## config.mk

```make
export PLATFORM = sky130hd
export DESIGN_NAME = adc_host_seq
export DESIGN_NICKNAME = d
export VERILOG_FILES = /design/src/rtl/adc_host_pkg.sv /design/src/rtl/adc_clk_gen.sv /design/src/rtl/adc_ready_sync.sv /design/src/rtl/adc_conv_timer.sv /design/src/rtl/adc_seq_ctrl.sv /design/src/rtl/adc_host_seq.sv
export SDC_FILE = /design/constraint.sdc
export NUM_CORES = 1
export LEC_CHECK = 0
export BUFFER_PORTS_ARGS = -buffer_cell sky130_fd_sc_hd__buf_2
export CAP_MARGIN = 20
export CORE_UTILIZATION = 27
export DETAILED_ROUTE_END_ITERATION = 7
export GPL_TIMING_DRIVEN = 0
export PLACE_DENSITY_LB_ADDON = 0.08
export SYNTH_ARGS = -nofsm -noshare
export SYNTH_HDL_FRONTEND = slang
export SYNTH_SLANG_ARGS = --single-unit
```

## constraint.sdc

```tcl
create_clock -name clk -period 2.8 [get_ports clk]
set_clock_uncertainty 0.15 [all_clocks]
set_input_delay 0.14 -clock clk [delete_from_list [all_inputs] [get_ports clk]]
set_output_delay 0.14 -clock clk [all_outputs]
set_load 0.1 [all_outputs]
```

## src/rtl/adc_host_pkg.sv

```systemverilog
package adc_host_pkg;

   typedef enum logic [2:0] {
      ST_IDLE  = 3'd0,
      ST_SETUP = 3'd1,
      ST_WR_LO = 3'd2,
      ST_CONV  = 3'd3,
      ST_RD_LO = 3'd4,
      ST_RD_HI = 3'd5
   } seq_state_e;

endpackage

```

## src/rtl/adc_clk_gen.sv

```systemverilog
module adc_clk_gen #(
   parameter int HALF_CYC      = 16,
   parameter int CLK_PERIOD_NS = 10
) (
   input  logic clk,
   input  logic rst_n,
   output logic cclk_o,
   output logic rise_o
);

   localparam int CW = (HALF_CYC > 1) ? $clog2(HALF_CYC) : 1;
   localparam logic [CW-1:0] LAST = CW'(HALF_CYC - 1);

   generate
      if (HALF_CYC < 1) begin : g_bad_half
         $error("HALF_CYC must be at least 1");
      end
      if (HALF_CYC * CLK_PERIOD_NS < 150) begin : g_bad_phase
         $error("sampling clock phase shorter than 150 ns");
      end
   endgenerate

   logic [CW-1:0] cnt_q;
   logic          cclk_q;

   always_ff @(posedge clk or negedge rst_n) begin
      if (!rst_n) begin
         cnt_q  <= '0;
         cclk_q <= 1'b0;
      end else if (cnt_q == LAST) begin
         cnt_q  <= '0;
         cclk_q <= ~cclk_q;
      end else begin
         cnt_q  <= cnt_q + CW'(1);
      end
   end

   assign cclk_o = cclk_q;
   assign rise_o = (cnt_q == LAST) && !cclk_q;


   clk_hold_chk: assert property (@(posedge clk) disable iff (!rst_n)
      (cnt_q != LAST) |=> $stable(cclk_q));

endmodule

```

## src/rtl/adc_ready_sync.sv

```systemverilog
module adc_ready_sync #(
   parameter int STAGES = 2
) (
   input  logic clk,
   input  logic rst_n,
   input  logic ready_i,
   output logic rise_o
);

   logic synced;
   logic prev_q;

   generate
      if (STAGES < 0) begin : g_bad_stages
         $error("STAGES must not be negative");
      end
      if (STAGES == 0) begin : g_direct
         assign synced = ready_i;
      end else begin : g_chain
         logic [STAGES-1:0] chain_q;
         always_ff @(posedge clk or negedge rst_n) begin
            if (!rst_n) begin
               chain_q <= '1;
            end else begin
               chain_q[0] <= ready_i;
               for (int i = 1; i < STAGES; i++) begin
                  chain_q[i] <= chain_q[i-1];
               end
            end
         end
         assign synced = chain_q[STAGES-1];
      end
   endgenerate

   always_ff @(posedge clk or negedge rst_n) begin
      if (!rst_n) prev_q <= 1'b1;
      else        prev_q <= synced;
   end

   assign rise_o = synced && !prev_q;


   rise_single_chk: assert property (@(posedge clk) disable iff (!rst_n)
      rise_o |=> !rise_o);

endmodule

```

## src/rtl/adc_conv_timer.sv

```systemverilog
module adc_conv_timer #(
   parameter int TO_W = 8
) (
   input  logic            clk,
   input  logic            rst_n,
   input  logic            run_i,
   input  logic            tick_i,
   input  logic [TO_W-1:0] limit_i,
   output logic            expire_o
);

   generate
      if (TO_W < 1) begin : g_bad_width
         $error("TO_W must be at least 1");
      end
   endgenerate

   logic [TO_W-1:0] cnt_q;

   always_ff @(posedge clk or negedge rst_n) begin
      if (!rst_n) begin
         cnt_q <= '0;
      end else if (!run_i) begin
         cnt_q <= '0;
      end else if (tick_i && (cnt_q != '1)) begin
         cnt_q <= cnt_q + TO_W'(1);
      end
   end

   assign expire_o = run_i && (cnt_q >= limit_i);


   timer_mono_chk: assert property (@(posedge clk) disable iff (!rst_n)
      (run_i && $past(run_i)) |-> (cnt_q >= $past(cnt_q)));

endmodule

```

## src/rtl/adc_seq_ctrl.sv

```systemverilog
module adc_seq_ctrl
   import adc_host_pkg::*;
#(
   parameter int CNT_W  = 4,
   parameter int DATA_W = 12
) (
   input  logic              clk,
   input  logic              rst_n,
   input  logic              start_i,
   input  logic [1:0]        chan_i,
   input  logic              pd_after_i,
   input  logic              wake_i,
   input  logic [CNT_W-1:0]  setup_len_i,
   input  logic [CNT_W-1:0]  wr_len_i,
   input  logic [CNT_W-1:0]  rd_len_i,
   input  logic              ready_rise_i,
   input  logic              expire_i,
   input  logic [DATA_W-1:0] data_i,
   output logic              sel_n_o,
   output logic              start_n_o,
   output logic              read_n_o,
   output logic [1:0]        addr_o,
   output logic              conv_wait_o,
   output logic [DATA_W-1:0] data_o,
   output logic              data_vld_o,
   output logic              seq_busy_o,
   output logic              err_o,
   output logic              pd_o
);

   seq_state_e        state;
   logic [CNT_W-1:0]  cnt_q;
   logic [1:0]        chan_q;
   logic              pd_req_q;
   logic              wake_q;
   logic [DATA_W-1:0] data_q;
   logic              vld_q;
   logic              err_q;
   logic              pd_q;
   logic              cnt_done;

   assign cnt_done = (cnt_q == '0);

   always_ff @(posedge clk or negedge rst_n) begin
      if (!rst_n) begin
         state    <= ST_IDLE;
         cnt_q    <= '0;
         chan_q   <= '0;
         pd_req_q <= 1'b0;
         wake_q   <= 1'b0;
         data_q   <= '0;
         vld_q    <= 1'b0;
         err_q    <= 1'b0;
         pd_q     <= 1'b0;
      end else begin
         vld_q <= 1'b0;
         case (state)
            ST_IDLE: begin
               if (pd_q) begin
                  if (wake_i) begin
                     wake_q   <= 1'b1;
                     pd_req_q <= 1'b0;
                     cnt_q    <= setup_len_i;
                     state    <= ST_SETUP;
                  end
               end else if (start_i) begin
                  chan_q   <= chan_i;
                  pd_req_q <= pd_after_i;
                  wake_q   <= 1'b0;
                  err_q    <= 1'b0;
                  cnt_q    <= setup_len_i;
                  state    <= ST_SETUP;
               end
            end
            ST_SETUP: begin
               if (cnt_done) begin
                  if (wake_q) begin
                     cnt_q <= rd_len_i;
                     state <= ST_RD_LO;
                  end else begin
                     cnt_q <= wr_len_i;
                     state <= ST_WR_LO;
                  end
               end else begin
                  cnt_q <= cnt_q - CNT_W'(1);
               end
            end
            ST_WR_LO: begin
               if (cnt_done) state <= ST_CONV;
               else          cnt_q <= cnt_q - CNT_W'(1);
            end
            ST_CONV: begin
               if (ready_rise_i) begin
                  cnt_q <= rd_len_i;
                  state <= ST_RD_LO;
               end else if (expire_i) begin
                  err_q <= 1'b1;
                  state <= ST_IDLE;
               end
            end
            ST_RD_LO: begin
               if (cnt_done) begin
                  if (!wake_q) begin
                     data_q <= data_i;
                     vld_q  <= 1'b1;
                  end
                  state <= ST_RD_HI;
               end else begin
                  cnt_q <= cnt_q - CNT_W'(1);
               end
            end
            ST_RD_HI: begin
               if (wake_q)        pd_q <= 1'b0;
               else if (pd_req_q) pd_q <= 1'b1;
               wake_q <= 1'b0;
               state  <= ST_IDLE;
            end
            default: state <= ST_IDLE;
         endcase
      end
   end

   always_comb begin
      sel_n_o   = !(state inside {ST_SETUP, ST_WR_LO, ST_RD_LO, ST_RD_HI});
      start_n_o = (state != ST_WR_LO);
      read_n_o  = (state != ST_RD_LO);
      if (state inside {ST_RD_LO, ST_RD_HI}) addr_o = {chan_q[1], pd_req_q};
      else                                    addr_o = chan_q;
   end

   assign conv_wait_o = (state == ST_CONV);
   assign seq_busy_o  = (state != ST_IDLE);
   assign data_o      = data_q;
   assign data_vld_o  = vld_q;
   assign err_o       = err_q;
   assign pd_o        = pd_q;


   wr_addr_hold_chk: assert property (@(posedge clk) disable iff (!rst_n)
      (!start_n_o && $past(!start_n_o)) |-> $stable(addr_o));


   vld_pulse_chk: assert property (@(posedge clk) disable iff (!rst_n)
      data_vld_o |=> !data_vld_o);


   read_after_ready_chk: assert property (@(posedge clk) disable iff (!rst_n)
      ($fell(read_n_o) && !wake_q) |-> $past(ready_rise_i));


   err_from_wait_chk: assert property (@(posedge clk) disable iff (!rst_n)
      $rose(err_o) |-> $past(state == ST_CONV));


   wake_clear_chk: assert property (@(posedge clk) disable iff (!rst_n)
      $fell(pd_o) |-> $past(wake_q));

endmodule

```

## src/rtl/adc_host_seq.sv

```systemverilog
module adc_host_seq #(
   parameter int HALF_CYC      = 16,
   parameter int CLK_PERIOD_NS = 10,
   parameter int SYNC_STAGES   = 2,
   parameter int CNT_W         = 4,
   parameter int TO_W          = 8,
   parameter int DATA_W        = 12
) (
   input  logic              clk,
   input  logic              rst_n,
   input  logic              start_i,
   input  logic [1:0]        chan_i,
   input  logic              pd_after_i,
   input  logic              wake_i,
   input  logic [CNT_W-1:0]  setup_len_i,
   input  logic [CNT_W-1:0]  wr_len_i,
   input  logic [CNT_W-1:0]  rd_len_i,
   input  logic [TO_W-1:0]   timeout_i,
   input  logic              adc_ready_i,
   input  logic [DATA_W-1:0] adc_data_i,
   output logic              adc_clk_o,
   output logic              adc_sel_n_o,
   output logic              adc_start_n_o,
   output logic              adc_read_n_o,
   output logic [1:0]        adc_addr_o,
   output logic [DATA_W-1:0] data_o,
   output logic              data_vld_o,
   output logic              seq_busy_o,
   output logic              timeout_err_o,
   output logic              powered_down_o
);

   generate
      if (CNT_W < 1) begin : g_bad_cnt
         $error("CNT_W must be at least 1");
      end
      if (DATA_W < 1) begin : g_bad_data
         $error("DATA_W must be at least 1");
      end
   endgenerate

   logic cclk_rise;
   logic ready_rise;
   logic conv_wait;
   logic expire;

   adc_clk_gen #(
      .HALF_CYC      (HALF_CYC),
      .CLK_PERIOD_NS (CLK_PERIOD_NS)
   ) u_clk (
      .clk    (clk),
      .rst_n  (rst_n),
      .cclk_o (adc_clk_o),
      .rise_o (cclk_rise)
   );

   adc_ready_sync #(
      .STAGES (SYNC_STAGES)
   ) u_sync (
      .clk     (clk),
      .rst_n   (rst_n),
      .ready_i (adc_ready_i),
      .rise_o  (ready_rise)
   );

   adc_conv_timer #(
      .TO_W (TO_W)
   ) u_timer (
      .clk      (clk),
      .rst_n    (rst_n),
      .run_i    (conv_wait),
      .tick_i   (cclk_rise),
      .limit_i  (timeout_i),
      .expire_o (expire)
   );

   adc_seq_ctrl #(
      .CNT_W  (CNT_W),
      .DATA_W (DATA_W)
   ) u_ctrl (
      .clk          (clk),
      .rst_n        (rst_n),
      .start_i      (start_i),
      .chan_i       (chan_i),
      .pd_after_i   (pd_after_i),
      .wake_i       (wake_i),
      .setup_len_i  (setup_len_i),
      .wr_len_i     (wr_len_i),
      .rd_len_i     (rd_len_i),
      .ready_rise_i (ready_rise),
      .expire_i     (expire),
      .data_i       (adc_data_i),
      .sel_n_o      (adc_sel_n_o),
      .start_n_o    (adc_start_n_o),
      .read_n_o     (adc_read_n_o),
      .addr_o       (adc_addr_o),
      .conv_wait_o  (conv_wait),
      .data_o       (data_o),
      .data_vld_o   (data_vld_o),
      .seq_busy_o   (seq_busy_o),
      .err_o        (timeout_err_o),
      .pd_o         (powered_down_o)
   );

endmodule

```

After elaboration in Yosys (flattened, before gate mapping)
Index checks and enable logic that the tools add are counted.
Widths: inputs -> output; s select.

operators by class
  mux-type cells = 38
  reductions and logical operators = 26
  $lt $le $gt $ge = 1
  equal/unequal tests = 23
  add/subtract/negate cells = 3
  bitwise logic cells = 3

operator list
  cell                 count
  $mux 4               8
  $mux 3               9
  $mux 8               2
  $ne 2x2->1 const B   8
  $pmux 4 s4           1
  $mux 1               15
  $pmux 3 s5           1
  $reduce_and 3->1     4
  $reduce_and 5->1     2
  $reduce_bool 2->1    5
  $ne 3x3->1 const B   3
  $add 8x1->8 const B  1
  $ge 8x8->1           1
  $ne 8x8->1 const B   1
  $reduce_bool 4->1    2
  $eq 3x2->1 const B   2
  $eq 3x3->1 const B   2
  $ne 2x1->1 const B   3
  $ne 3x2->1 const B   2
  $reduce_and 6->1     1
  $add 4x1->4 const B  1
  $eq 4x4->1 const B   1
  $logic_and 1x1->1    4
  $logic_not 4->1      1
  9 further kinds      14

storage, ports and cells
  input port bits = 40
  output and inout bits = 22
  register bits after elaboration = 42

Longest topological paths before layout
  word-level depth = 5
  depth in mapped cells = 7
  mapped depth without buffers = 7

By module
From an unflattened synthesis, not the netlist that was laid out.

second synthesis, totals
  cells, all modules = 254
  area total of the unflattened synthesis = 2536.2 um2

by module, submodules not included
  module          cells each  times used  seq. area each (um2)  area each (um2)
  adc_seq_ctrl    161         1           650.6                 1569.0
  adc_conv_timer  73          1           200.2                 668.1
  adc_clk_gen     16          1           125.1                 206.4
  adc_ready_sync  4           1           78.8                  92.6

Worst setup path after synthesis
OpenSTA, ideal clock, no wires.

  path type = flip-flop to output port
  from = register u_ctrl.state[1]
  to = output adc_sel_n_o
  required time = 2.510 ns
  setup slack = 0.255 ns
  path buffers = 1
  cell stages (with the launch flop) = 5
  arrival = 2.255 ns
  cell sequence = dfrtp_1 buf_4 nor3_1 inv_1 nand2_1

between the ends
  word-level cells in the longest chain between the ends = 3
  elaborated cells on any way between the ends = 6

RTL lines
  what                                      line                 text
  start, declared                           adc_seq_ctrl.sv:31   seq_state_e state;
  start signal, assigned                    adc_seq_ctrl.sv:46   state <= ST_IDLE;
  start signal, assigned                    adc_seq_ctrl.sv:64   state <= ST_SETUP;
  start signal, assigned                    adc_seq_ctrl.sv:72   state <= ST_SETUP;
  $eq 3x1->1, or another cell as far along  adc_seq_ctrl.sv:124  sel_n_o = !(state inside {ST_SETUP, ST_WR_LO, ST_RD_LO, ST_RD_HI});
  $reduce_bool 4->1 *                       adc_seq_ctrl.sv:124
  $logic_not 1->1 *                         adc_seq_ctrl.sv:124
  end, declared                             adc_host_seq.sv:22   output logic adc_sel_n_o,

Mark *: on every way between the ends. The rest lies on a longest branch, timed or not.

Worst setup path in the final report
  from = register u_ctrl.cnt_q[0]
  to = register u_ctrl.cnt_q[3]

between the ends
  word-level cells in the longest chain between the ends = 3
  elaborated cells on any way between the ends = 7

RTL lines
  what                                                   line                                     text
  start, declared                                        adc_seq_ctrl.sv:32                       logic [CNT_W-1:0] cnt_q;
  start signal, assigned                                 adc_seq_ctrl.sv:63                       cnt_q <= setup_len_i;
  start signal, assigned                                 adc_seq_ctrl.sv:71                       cnt_q <= setup_len_i;
  start signal, assigned                                 adc_seq_ctrl.sv:78                       cnt_q <= rd_len_i;
  $sub 4x1->4 / $logic_not 4->1 (equally long branches)  -
  $mux 4, or another cell as far along                   adc_seq_ctrl.sv:89, adc_seq_ctrl.sv:102
  $pmux 4 s4 / $reduce_and 5->1 (equally long branches)  -

Parallel ways exist; a longest one is shown, timed or not. The select of a mux whose other input is x is not followed.
A chain may end at the register's enable or synchronous reset.

==> impl_metrics.py <==
metrics = {
    "route": {
        "drt-total-wl_mm": 6.29,
        "vias_per_cell": 4.83,
        "drtIter0Drc": 64,
        "antenna_left": 0,
        "drc_errors": 0,
        "wire_per_inst_um": 14.2,
        "detail_route.first_pass.iterations": 4,
        "vias": 2139,
    },
    "synthesis": {
        "postSynth.asyncResetShare": 1.00,
        "syn_nets": 298,
        "synth_edf_count": 0,
        "synth-main-ff-cell": "dfrtp_1",
        "synth_area_per_cell_um2": 10.4,
        "ys_ff_latch": 42,
        "synthCells": 246,
        "synth_sequential_area_ratio": 0.412,
        "synth_cell_types": 67,
        "yosys_warnings": 0,
        "synthesis.area_um2": 2560,
    },
    "timing": {
        "max_freq_mhz": 386,
        "setup_violations": 0,
        "finalHoldViolCount": 0,
        "finalMaxSlewViolations": 0,
        "tightest_slew_ns": 0.831,
        "max_slew_margin": 0.445,
        "min_period_over_period": 0.925,
        "tns_ns": 0,
        "rsz0062_at_grt": "no",
        "finalCriticalPeriod_ns": 2.59,
    },
    "setup_path": {
        "required_ns": 2.83,
        "critical_path_class": "flip-flop to flip-flop",
        "cp.arrival_ns": 2.62,
        "cp_max_fo": 8,
        "start_kind": "flip-flop",
        "cp-end-kind": "flip-flop",
    },
    "global_routing": {
        "globalRouteMet2Util": 0.221,
        "busiest_layer": "met2",
        "use_met3": 0.0295,
        "grt_max_degree": 43,
        "grt_pass1_vias": 2140,
        "grtUsageTotal": 0.136,
        "antenna_found_initial": 0,
        "grt_overflow": 0,
        "grt_util_met1": 0.180,
        "grt_pass1_wl_mm": 10.7,
    },
    "die": {
        "design.die.area_um2": 9880,
        "rows": 35,
        "pin_count": 62,
        "die_x_um": 99.4,
        "die_y_um": 99.4,
        "core_um2": 9200,
        "start_util": 0.279,
    },
    "pwr": {
        "power.leakage_uw": 0.00152,
        "ir_worst_vdd_mv": 0.598,
        "power_density_nw_per_um2": 977,
    },
    "place": {
        "gp_congestion": 0.758,
        "numPortBuffers": 61,
        "dp_hpwl_mm": 4.56,
    },
    "cells_and_area": {
        "post-route-util": 0.359,
        "area_growth_syn_to_layout_pct": 28.7,
        "diodes": 0,
        "drive_gt1_frac": 0.310,
        "n_fill_cell": 969,
        "nets": 383,
    },
    "flow_run": {
        "maxCapViolCount": 0,
    },
    "clocking": {
        "clk-insertion-delay-late_ns": 0.29,
        "cts.sinks": 42,
        "numCtsBuffers": 5,
        "clk_path_buf_depth": 2,
        "post-cts-setup-buffer-count": 0,
        "htreeDepth": 2,
        "clock-root-buffer": "clkbuf_8",
        "cts_tree": "done",
        "cts-hold-fix-buffers": 16,
        "cts_resized": 0,
        "clkTransAtPathRegs_ns": 0.08,
    },
    "outcome": {
        "outcome": "completed",
    },
    "worst_hold_path": {
        "hold_path_class": "primary input to flip-flop",
    },
}
## critical path, stage by stage (launching register included)
cell and delay (ns):
dfrtp_1 0.48, inv_1 0.14, ha_1 0.23, nor3b_1 0.71
nor2_1 0.16, or2_4 0.32, mux2_4 0.30
## state kept, by name, summed over array words and instances (netlist names)
register                count
u_clk.cclk_o                1
u_ctrl.wake_q               1
u_ctrl.err_o                1
u_ctrl.cnt_q                4
u_clk.cnt_q                 4
u_ctrl.state                3
u_ctrl.pd_o                 1
u_ctrl.pd_req_q             1
u_timer.cnt_q               8
u_sync.g_chain.chain_q      2
u_ctrl.data_vld_o           1
u_ctrl.data_o              12
u_ctrl.chan_q               2
u_sync.prev_q               1
## synthesized netlist by cell type, drive strengths merged, types with 3 or more instances
cell	n	area [µm²]
a211oi	3	22.5
a21oi	9	48.8
a31oi	5	31.3
buf	6	53.8
clkbuf	5	18.8
dfrtp	39	976
dfstp	3	78.8
ha	12	150
inv	19	71.3
mux2	18	244
mux2i	4	40.0
nand2	12	45.0
nand2b	4	27.5
nand3	8	45.0
nand4	3	18.8
nor2	15	63.8
nor2b	4	25.0
nor3	4	20.0
o21a	3	22.5
o21ai	16	80.1
or2	3	21.3
xnor2	3	26.3
xor2	5	43.8
## logic make-up after synthesis
kind of cell,after synthesis,synth area share
compound gates,62,0.177
xor+xnor,8,0.0273
fa+ha+maj,12,0.0586
buf+inv,30,0.0561
flops,42,0.412
mux,22,0.111
simple gates,70,0.159
## placed cells by master (no fill, tap or decap), types with 2 or more instances in the layout
| master | instances |
|---|---|
| buf_4 | 2 |
| nand3b_1 | 2 |
| a22o_1 | 2 |
| nand2b_1 | 3 |
| a21oi_1 | 8 |
| a32oi_1 | 2 |
| dfrtp_1 | 39 |
| ha_1 | 12 |
| and2_1 | 2 |
| clkbuf_8 | 5 |
| a221o_1 | 2 |
| dlygate4sd3_1 | 16 |
| nor3_1 | 4 |
| dfstp_2 | 3 |
| nand2_1 | 12 |
| nand4b_1 | 2 |
| or2_1 | 2 |
| a211oi_1 | 3 |
| nand3_1 | 7 |
| o21ai_0 | 11 |
| mux2_1 | 5 |
| xnor2_1 | 3 |
| o31ai_1 | 2 |
| xor2_1 | 5 |
| mux2_2 | 2 |
| o21a_1 | 3 |
| mux2_4 | 11 |
| mux2i_1 | 4 |
| buf_6 | 3 |
| o221ai_1 | 2 |
| nor2_1 | 14 |
| and2b_2 | 2 |
| inv_1 | 18 |
| buf_2 | 62 |
| o21ai_1 | 5 |
| nor3b_1 | 2 |
| nor2b_1 | 4 |
| a31oi_1 | 5 |
| nand4_1 | 3 |
| clkbuf_1 | 6 |
## through the flow
stage	setup WS [ns]	area [µm²]	instances	power, µW	hold slack [ns]
detailed placement	0.245	3010	418	2740	0.0975
CTS	0.225	3280	442	3260	0.0250
floorplan	0.255	2560	246	2370	-0.306
global placement	0.227	3010	418	2760	0.0965
finish	0.211	3300	443	3220	0.0353
global route	0.00975	3300	443	3430	0.0454
## report_power, final
part	leakage [µW]	switching, µW	internal (µW)
registers	0.000516	133	739
logic	0.000951	1270	598
clock network	0.0000514	215	266
## final cells by class
cell class                      instances  area [µm²]  share of cell area
Sequential cell                        42        1050               0.320
Buffer                                 11        72.6              0.0220
Clock inverter                          2        37.5              0.0114
Multi-Input combinational cell        174        1360               0.414
Timing Repair Buffer                   78         485               0.147
Inverter                               19        71.3              0.0216
Tap cell                              111         139              0.0421
Clock buffer                            6        72.6              0.0220
## routing by layer
metal  wire length (µm)  vias up
met3                313        8
li1                   -     1064
met4                 86        0
met1               3010     1017
met5                  0        -
met2               2880       50
## worst paths after layout
| path | depth (start not counted) | from | end | slack, ns |
|---|---|---|---|---|
| max in group asynchronous | 3 | rst_n | u_sync.prev_q | 1.87 |
| max | 6 | u_ctrl.cnt_q[0] | u_ctrl.cnt_q[3] | 0.21 |
| max reg2reg | 6 | u_ctrl.cnt_q[0] | u_ctrl.cnt_q[3] | 0.21 |
| min in group asynchronous | 2 | rst_n | u_ctrl.cnt_q[2] | 0.11 |
| min reg2reg | 0 | u_sync.g_chain.chain_q[0] | u_sync.g_chain.chain_q[1] | 0.22 |
| min | 3 | pd_after_i | u_ctrl.pd_req_q | 0.04 |
(Power assumes the default switching activity.)
